$ cat config.mk
export PLATFORM = sky130hd
export DESIGN_NAME = tmr_bank
export DESIGN_NICKNAME = d
export VERILOG_FILES = /design/src/rtl/tmr_pkg.sv /design/src/rtl/tmr_chan.sv /design/src/rtl/tmr_irq.sv /design/src/rtl/tmr_bank.sv
export SDC_FILE = /design/constraint.sdc
export NUM_CORES = 1
export LEC_CHECK = 0
export ABC_AREA = 1
export BUFFER_PORTS_ARGS = -buffer_cell sky130_fd_sc_hd__buf_2
export CORE_ASPECT_RATIO = 1.4
export CORE_MARGIN = 2
export CORE_UTILIZATION = 55
export DETAILED_ROUTE_END_ITERATION = 8
export HOLD_SLACK_MARGIN = 0.03
export PLACE_DENSITY_LB_ADDON = 0.1
export SKIP_CTS_REPAIR_TIMING = 1
export SYNTH_ARGS = -nofsm -noshare
export SYNTH_HDL_FRONTEND = slang
export SYNTH_SLANG_ARGS = --single-unit
$ cat constraint.sdc
create_clock -name clk_i -period 2 [get_ports clk_i]
set_input_delay 0.4 -clock clk_i [delete_from_list [all_inputs] [get_ports clk_i]]
set_output_delay 0.4 -clock clk_i [all_outputs]
set_load 0.05 [all_outputs]
$ cat src/rtl/tmr_pkg.sv
package tmr_pkg;
  localparam int CH_FIELD_W    = 4;
  localparam int EN_BIT        = 0;
  localparam int AUTO_BIT      = 1;
  localparam int REF_BIT       = 2;

  localparam int ADDR_CTRL     = 'h00;
  localparam int ADDR_CAUSE    = 'h04;
  localparam int ADDR_MASK     = 'h08;
  localparam int ADDR_WDMASK   = 'h0C;
  localparam int ADDR_CNT_BASE = 'h10;
  localparam int ADDR_RLD_BASE = 'h14;
  localparam int CH_STRIDE     = 8;

  typedef struct packed {
    logic ref_sel;
    logic auto_rld;
    logic en;
  } chan_ctrl_t;
endpackage

$ cat src/rtl/tmr_chan.sv
module tmr_chan #(
  parameter int DW = 32
) (
  input  logic          clk_i,
  input  logic          rst_ni,
  input  logic          en_i,
  input  logic          auto_i,
  input  logic          tick_i,
  input  logic          cnt_we_i,
  input  logic          rld_we_i,
  input  logic [DW-1:0] wdata_i,
  output logic [DW-1:0] cnt_o,
  output logic [DW-1:0] rld_o,
  output logic          expire_o
);
  localparam logic [DW-1:0] ONE = DW'(1);

  logic [DW-1:0] cnt_q, rld_q;
  logic          step;

  assign step     = en_i && tick_i;
  assign expire_o = step && (cnt_q == ONE);

  always_ff @(posedge clk_i or negedge rst_ni) begin
    if (!rst_ni) begin
      cnt_q <= '0;
    end else if (cnt_we_i) begin
      cnt_q <= wdata_i;                 // bus write beats reload
    end else if (expire_o) begin
      cnt_q <= auto_i ? rld_q : '0;
    end else if (step && cnt_q != '0) begin
      cnt_q <= cnt_q - ONE;
    end
  end

  always_ff @(posedge clk_i or negedge rst_ni) begin
    if (!rst_ni)       rld_q <= '0;
    else if (rld_we_i) rld_q <= wdata_i;
  end

  assign cnt_o = cnt_q;
  assign rld_o = rld_q;


  hold_when_idle_chk: assert property (@(posedge clk_i) disable iff (!rst_ni)
    (!cnt_we_i && !en_i) |=> $stable(cnt_q));

  write_wins_chk: assert property (@(posedge clk_i) disable iff (!rst_ni)
    cnt_we_i |=> cnt_q == $past(wdata_i));

  oneshot_stop_chk: assert property (@(posedge clk_i) disable iff (!rst_ni)
    (expire_o && !auto_i && !cnt_we_i) |=> cnt_q == '0);

  reload_chk: assert property (@(posedge clk_i) disable iff (!rst_ni)
    (expire_o && auto_i && !cnt_we_i) |=> cnt_q == $past(rld_q));
endmodule

$ cat src/rtl/tmr_irq.sv
module tmr_irq #(
  parameter int N_CH   = 4,
  parameter int WDT_CH = 2
) (
  input  logic            clk_i,
  input  logic            rst_ni,
  input  logic [N_CH-1:0] expire_i,
  input  logic            cause_we_i,
  input  logic            mask_we_i,
  input  logic            wdm_we_i,
  input  logic [N_CH-1:0] wdata_i,
  output logic [N_CH-1:0] cause_o,
  output logic [N_CH-1:0] mask_o,
  output logic            wdm_o,
  output logic [N_CH-1:0] irq_o,
  output logic            rst_out_o
);
  logic [N_CH-1:0] cause_q, mask_q;
  logic            wdm_q, rst_out_q;

  always_ff @(posedge clk_i or negedge rst_ni) begin
    if (!rst_ni) begin
      cause_q   <= '0;
      mask_q    <= '0;
      wdm_q     <= 1'b0;
      rst_out_q <= 1'b0;
    end else begin
      // write-0-to-clear; a fresh expiry wins over the clear
      cause_q <= (cause_we_i ? (cause_q & wdata_i) : cause_q) | expire_i;
      if (mask_we_i) mask_q <= wdata_i;
      if (wdm_we_i)  wdm_q  <= wdata_i[0];
      if (expire_i[WDT_CH] && wdm_q) rst_out_q <= 1'b1;
    end
  end

  assign cause_o   = cause_q;
  assign mask_o    = mask_q;
  assign wdm_o     = wdm_q;
  assign irq_o     = cause_q & mask_q;
  assign rst_out_o = rst_out_q;


  cause_hold_chk: assert property (@(posedge clk_i) disable iff (!rst_ni)
    !cause_we_i |=> ((cause_q & $past(cause_q)) == $past(cause_q)));

  cause_set_chk: assert property (@(posedge clk_i) disable iff (!rst_ni)
    (|expire_i) |=> ((cause_q & $past(expire_i)) == $past(expire_i)));

  rst_out_sticky_chk: assert property (@(posedge clk_i) disable iff (!rst_ni)
    rst_out_q |=> rst_out_q);

  rst_out_gate_chk: assert property (@(posedge clk_i) disable iff (!rst_ni)
    (!rst_out_q && !(expire_i[WDT_CH] && wdm_q)) |=> !rst_out_q);
endmodule

$ cat src/rtl/tmr_bank.sv
module tmr_bank
  import tmr_pkg::*;
#(
  parameter int N_CH   = 4,
  parameter int WDT_CH = 2,
  parameter int AW     = 8,
  parameter int DW     = 32
) (
  input  logic            clk_i,
  input  logic            rst_ni,
  input  logic            ref_tick_i,
  input  logic [AW-1:0]   bus_addr_i,
  input  logic            bus_we_i,
  input  logic [DW-1:0]   bus_wdata_i,
  output logic [DW-1:0]   bus_rdata_o,
  output logic [N_CH-1:0] irq_o,
  output logic            rst_out_o
);
  chan_ctrl_t      ctrl_q [N_CH];
  logic [N_CH-1:0] cnt_hit, rld_hit, expire, tick;
  logic [DW-1:0]   cnt_v [N_CH];
  logic [DW-1:0]   rld_v [N_CH];
  logic [N_CH-1:0] cause, mask;
  logic            wdm;
  logic [DW-1:0]   ctrl_rd;
  logic            ctrl_hit, cause_hit, mask_hit, wdm_hit;

  assign ctrl_hit  = bus_addr_i == AW'(ADDR_CTRL);
  assign cause_hit = bus_addr_i == AW'(ADDR_CAUSE);
  assign mask_hit  = bus_addr_i == AW'(ADDR_MASK);
  assign wdm_hit   = bus_addr_i == AW'(ADDR_WDMASK);

  always_ff @(posedge clk_i or negedge rst_ni) begin
    if (!rst_ni) begin
      for (int k = 0; k < N_CH; k++) ctrl_q[k] <= '0;
    end else if (bus_we_i && ctrl_hit) begin
      for (int k = 0; k < N_CH; k++) begin
        ctrl_q[k].en       <= bus_wdata_i[k*CH_FIELD_W + EN_BIT];
        ctrl_q[k].auto_rld <= bus_wdata_i[k*CH_FIELD_W + AUTO_BIT];
        ctrl_q[k].ref_sel  <= bus_wdata_i[k*CH_FIELD_W + REF_BIT];
      end
    end
  end

  for (genvar k = 0; k < N_CH; k++) begin : g_ch
    assign cnt_hit[k] = bus_addr_i == AW'(ADDR_CNT_BASE + k*CH_STRIDE);
    assign rld_hit[k] = bus_addr_i == AW'(ADDR_RLD_BASE + k*CH_STRIDE);
    assign tick[k]    = ctrl_q[k].ref_sel ? ref_tick_i : 1'b1;

    tmr_chan #(.DW(DW)) u_chan (
      .clk_i    (clk_i),
      .rst_ni   (rst_ni),
      .en_i     (ctrl_q[k].en),
      .auto_i   (ctrl_q[k].auto_rld),
      .tick_i   (tick[k]),
      .cnt_we_i (bus_we_i && cnt_hit[k]),
      .rld_we_i (bus_we_i && rld_hit[k]),
      .wdata_i  (bus_wdata_i),
      .cnt_o    (cnt_v[k]),
      .rld_o    (rld_v[k]),
      .expire_o (expire[k])
    );
  end

  tmr_irq #(.N_CH(N_CH), .WDT_CH(WDT_CH)) u_irq (
    .clk_i      (clk_i),
    .rst_ni     (rst_ni),
    .expire_i   (expire),
    .cause_we_i (bus_we_i && cause_hit),
    .mask_we_i  (bus_we_i && mask_hit),
    .wdm_we_i   (bus_we_i && wdm_hit),
    .wdata_i    (bus_wdata_i[N_CH-1:0]),
    .cause_o    (cause),
    .mask_o     (mask),
    .wdm_o      (wdm),
    .irq_o      (irq_o),
    .rst_out_o  (rst_out_o)
  );

  always_comb begin
    ctrl_rd = '0;
    for (int k = 0; k < N_CH; k++) ctrl_rd[k*CH_FIELD_W +: 3] = ctrl_q[k];
  end

  always_comb begin
    bus_rdata_o = '0;
    if (ctrl_hit)  bus_rdata_o = ctrl_rd;
    if (cause_hit) bus_rdata_o = DW'(cause);
    if (mask_hit)  bus_rdata_o = DW'(mask);
    if (wdm_hit)   bus_rdata_o = DW'(wdm);
    for (int k = 0; k < N_CH; k++) begin
      if (cnt_hit[k]) bus_rdata_o = cnt_v[k];
      if (rld_hit[k]) bus_rdata_o = rld_v[k];
    end
  end
endmodule

# Word level (Yosys, flattened, before mapping)
# Index checks and enable logic that the tools add are counted.
# word_totals
ff_bits	278
in_bits	44
output_inout_bits	37
word_cells	113
# classes
n_addsub	4
eq_ne	15
mux	33
n_bitwise	3
reduce_logical	34
# ops
cell	n
$mux W32	27
$eq A32 B1 Y1 const B	4
$reduce_bool A32 Y1	4
$sub A32 B1 Y32 const B	4
$eq A8 B5 Y1 const B	4
$eq A8 B6 Y1 const B	4
$logic_and A1 B1 Y1	25
$eq A8 B4 Y1 const B	2
$mux W15	1
$reduce_bool A3 Y1	4
$and A4 B4 Y4	2
$eq A8 B3 Y1 const B	1
$logic_not A8 Y1	1
$mux W1	4
$mux W4	1
$or A4 B4 Y4	1

# Logic depth before layout (Yosys ltp)
# logic_depth
ltp_word	13
mapped_depth	15
ltp_nobuf	13

# Cells and area by module
# A second synthesis with hierarchy kept.
# unflattened
hier_cells	3025
hier_area_um2	20315.7
# modules_own_cells
mod	n_inst	cells_per_inst	area_per_inst_um2	seq_area_each_um2
tmr_chan (g_ch[1].u_chan ...)	3	634	4332.9	1601.5
tmr_chan (g_ch[0].u_chan)	1	599	4162.7	1601.5
tmr_bank	1	474	2711.4	300.3
tmr_irq	1	50	442.9	250.2

# Worst setup path after synthesis
# OpenSTA, ideal clock, no wires.
# synth_path
kind	input to output
startpoint	in bus_addr_i[5]
endpoint	out bus_rdata_o[11]
arrival_time_ns	2.003
t_required_ns	1.600
path_slack_ns	-0.403
path_stages	9
n_path_buf	2
cell_sequence	inv_1 -> nor3_1 -> inv_2 -> nor2_1 -> buf_2 -> inv_2 -> clkbuf_1 -> o22ai_1 -> o2111ai_1
# synth_between
elab_chain_len	12
word_cells_on_any_way	22
cone_classes	eq/ne (11); mux (11)
# synth_lines
element	line	source
start, declared	tmr_bank.sv:12	input logic [AW-1:0] bus_addr_i,
$eq A8 B3 Y1	tmr_bank.sv:29	assign cause_hit = bus_addr_i == AW'(ADDR_CAUSE);
$mux W32	tmr_bank.sv:88	if (cause_hit) bus_rdata_o = DW'(cause);
$mux W32	tmr_bank.sv:89	if (mask_hit) bus_rdata_o = DW'(mask);
$mux W32	tmr_bank.sv:90	if (wdm_hit) bus_rdata_o = DW'(wdm);
$mux W32	tmr_bank.sv:92	if (cnt_hit[k]) bus_rdata_o = cnt_v[k];
$mux W32	tmr_bank.sv:93	if (rld_hit[k]) bus_rdata_o = rld_v[k];
$mux W32	tmr_bank.sv:92	
$mux W32	tmr_bank.sv:93	
$mux W32	tmr_bank.sv:92	
$mux W32	tmr_bank.sv:93	
$mux W32	tmr_bank.sv:92	
$mux W32 *	tmr_bank.sv:93	
end, declared	tmr_bank.sv:15	output logic [DW-1:0] bus_rdata_o,
# Mark *: on every way between the ends. The rest lies on a longest branch, timed or not.

# Worst setup path after layout
# layout_path
startpoint	reg ctrl_q[11] in the netlist's numbering
endpoint	out bus_rdata_o[2]
# layout_between
elab_chain_len	12
# layout_lines
element	line	source
start, declared	tmr_bank.sv:19	chan_ctrl_t ctrl_q [N_CH];
$mux W15	tmr_bank.sv:87	if (ctrl_hit) bus_rdata_o = ctrl_rd;
$mux W32	tmr_bank.sv:88	
$mux W32	tmr_bank.sv:89	
$mux W32	tmr_bank.sv:90	
$mux W32	tmr_bank.sv:92	
$mux W32	tmr_bank.sv:93	
$mux W32	tmr_bank.sv:92	
$mux W32	tmr_bank.sv:93	
$mux W32	tmr_bank.sv:92	
$mux W32	tmr_bank.sv:93	
$mux W32	tmr_bank.sv:92	
$mux W32	tmr_bank.sv:93	
# No other way between the ends.

==> results.yml <==
cells_and_area:
  drive_gt1_share_pct: 28.8
  layout.cells.non_filler: 3628
  utilization_pct: 76.4
  syn_to_final_growth_pct: 37.5
  num-fill-cells: 2364
  final_nets: 3215
critical_path:
  cp_max_fo: 3
  reg2regPathDepth: 11
  timing.rr.start: "g_ch[0].u_chan.cnt_o[0]"
  worstPathRequired_ps: 1600
  critPathKind: "flip-flop to output port"
  arrival_ps: 2350
  cp-startpoint: "ctrl_q[11]"
  start_kind: "flip-flop"
  end_kind: "output port"
global_routing:
  grt_pass1_vias: 19900
  gr-total-overflow: 0
  grt_pass1_wl_mm: 121
  grt_max_degree: 65
  grt_use_total_pct: 47.5
  antenna_found_initial: 5
floorplanning:
  dieArea_sq_um: 35000
  io_pins: 81
  die_w_microns: 159
  core_area_sq_um: 33100
  floorplan.initialDensity_pct: 55.6
  fp.dieH_microns: 220
  num_rows: 79
sta:
  setup_viol: 103
  min_period_ps: 2750
  max_slew_margin_pct: 47.7
  clock.fmax_mhz: 363
  final.setup_skew_ps: 21.6
  fin_ws_ps: -752
  finalHoldViolCount: 0
  period_share_pct: 138
  tightest_slew_ps: 783
  rsz0062_at_grt: "true"
  slew_viol_final: 0
logic_synthesis:
  async_flop_share_pct: 100
  yosysSeqAreaShare_pct: 37.8
  yosysTopAreaCellShare_pct: 37.8
  synthFlopType: "dfrtp_1"
  synth_edf_count: 0
  synth_top_area_cell: "dfrtp_1"
  synthTopCellsByArea: "dfrtp_1 (38%), nand2_1 (21%), nor2_1 (6.5%)"
  synth_cell_types: 42
  syn_area_sq_um: 18400
  avgSynthCellArea_sq_um: 6.66
  yosysWarnings: 0
  ys_ff_latch: 278
  syn_nets: 2817
  syn_inst: 2761
place:
  dp_hpwl_mm: 62.7
  post-place-ws_ps: -734
  io_buffers: 80
  place_congestion: 1.17
  placed_cells: 3488
routing:
  avgRoutedWirePerCell_microns: 25.3
  drt-pass1-iter-count: 7
  drt_wl_total_mm: 91.8
  dr.first_iter.drc_count: 3724
  num_vias: 22800
  ant_nets: 0
  drc: 0
  drt-vias-per-instance: 6.28
cts:
  htreeDepth: 1
  clk_pin_slew_worst_paths_ps: 70
  root_buffer: "clkbuf_16"
  insertion_delay_ps: 600
  clk_path_buf_depth: 3
  clock_sinks: 278
  cts_buffers: 29
  cts_tree: "yes"
job:
  drv_cap: 0
run_status:
  outcome: "finished with violations"
  violations: "setup timing"
min_path:
  holdPathStages: 3
  hold_start: "bus_wdata_i[18]"
  min_path_type: "input port to flip-flop"
pwr:
  p_leak_nw: 12.9
  power.total_mw: 22.9
  irDropWorstVdd_v: 0.000880
  p_per_area_nw_per_um2: 903
[synthesized netlist by cell type (18+ instances only)]
library cell,instances
nand4_1,55
nor2_2,20
buf_2,37
nand2_1,1048
a21oi_1,67
o21ai_1,31
nand3_1,214
clkbuf_1,55
o21ai_0,195
xor2_1,49
inv_1,158
xnor2_1,24
dfrtp_1,278
nor2_1,317
o211ai_1,48
inv_2,18
[final cells by class]
cell class	count	area [sq um]	area share, %
Inverter	177	733	2.90
Timing Repair inverter	1	5.00	0.0198
Clock inverter	17	195	0.771
Multi-Input combinational cell	2193	11500	45.4
Clock buffer	35	778	3.08
Antenna cell	3	7.51	0.0297
Sequential cell	278	6980	27.6
Tap cell	445	557	2.20
Timing Repair Buffer	479	4550	18.0
[final timing paths]
kind / to / slack [ps]
max: bus_rdata_o[2] / -750
min: g_ch[0].u_chan.cnt_o[18] / 120
max reg2reg: g_ch[0].u_chan.cnt_o[18] / -640
min reg2reg: u_irq.rst_out_o / 480
max in group asynchronous: g_ch[1].u_chan.cnt_o[2] / 870
min in group asynchronous: g_ch[0].u_chan.cnt_o[8] / 330
[worst max-delay path, cell delays in order, from the launching register on]
cell and delay (ps):
dfrtp_1 430, nand2_1 100, nand3_1 70, nor2_1 90, nand4_1 280, nor2_1 190, nand4_1 320, buf_6 280
[through the flow]
step / TNS, ps / instance area (sq um) / hold WS (ps)
global route: -33960 / 25300 / 131
finish: -26990 / 25300 / 122
CTS: -20390 / 22700 / -249
global placement: -32150 / 21800 / 348
floorplan: -2030 / 18600 / 104
detailed placement: -38720 / 21800 / 352
[flip-flops by register name, summed over array words and instances (netlist names)]
name	cells
u_irq.rst_out_o	1
u_irq.mask_o	4
ctrl_q	12
g_ch.u_chan.rld_o	128
u_irq.cause_o	4
g_ch.u_chan.cnt_o	128
u_irq.wdm_o	1
[power breakdown]
group	total [mW]	leakage (nW)	internal [mW]	switching (mW)
clock network	5.77	0.464	3.19	2.59
registers	7.43	3.72	6.44	0.994
logic	9.65	8.76	3.68	5.97
total	22.9	12.9	13.3	9.55
[layer usage]
metal | vias to the layer above | routed length (microns) | GRT usage (%)
li1 | 9756 | - | -
met1 | 10500 | 31400 | 63.2
met2 | 1990 | 37400 | 68.1
met3 | 568 | 13100 | 10.3
met4 | 4 | 9840 | 34.5
met5 | - | 27 | 0
[layout by cell type, fill, tap and decap left out, types with 8 or more instances in the layout]
cell,count
nor2_1,255
xor2_1,49
o22ai_2,9
clkbuf_16,41
ha_1,12
nor3_1,14
buf_8,16
nand3_2,51
inv_2,24
nand3_1,161
a21oi_1,48
buf_6,49
dfrtp_2,19
clkinvlp_4,8
dfrtp_1,259
o21ai_2,19
nand2_4,22
nor2_4,39
xnor2_1,24
a21oi_2,17
nand4_1,55
o21ai_0,166
buf_2,41
nand2_1,968
nand2_2,76
o211ai_1,48
buf_12,43
inv_1,137
nand3_4,14
o21ai_1,40
buf_4,317
o22ai_1,8
nor2_2,57
[cell families (layout without fill, tap and decap cells)]
logic type / after synthesis / after routing / synth area share, %
flip-flops: 278 / 278 / 37.8
AO/OA/AOI/OAI: 383 / 383 / 11.8
buffers and inverters: 290 / 709 / 6.72
AND/OR/NAND/NOR: 1725 / 1725 / 39.4
other: 0 / 3 / 0
adder cells (fa/ha/maj): 12 / 12 / 0.816
XOR/XNOR: 73 / 73 / 3.47
(Power assumes the default switching activity.)
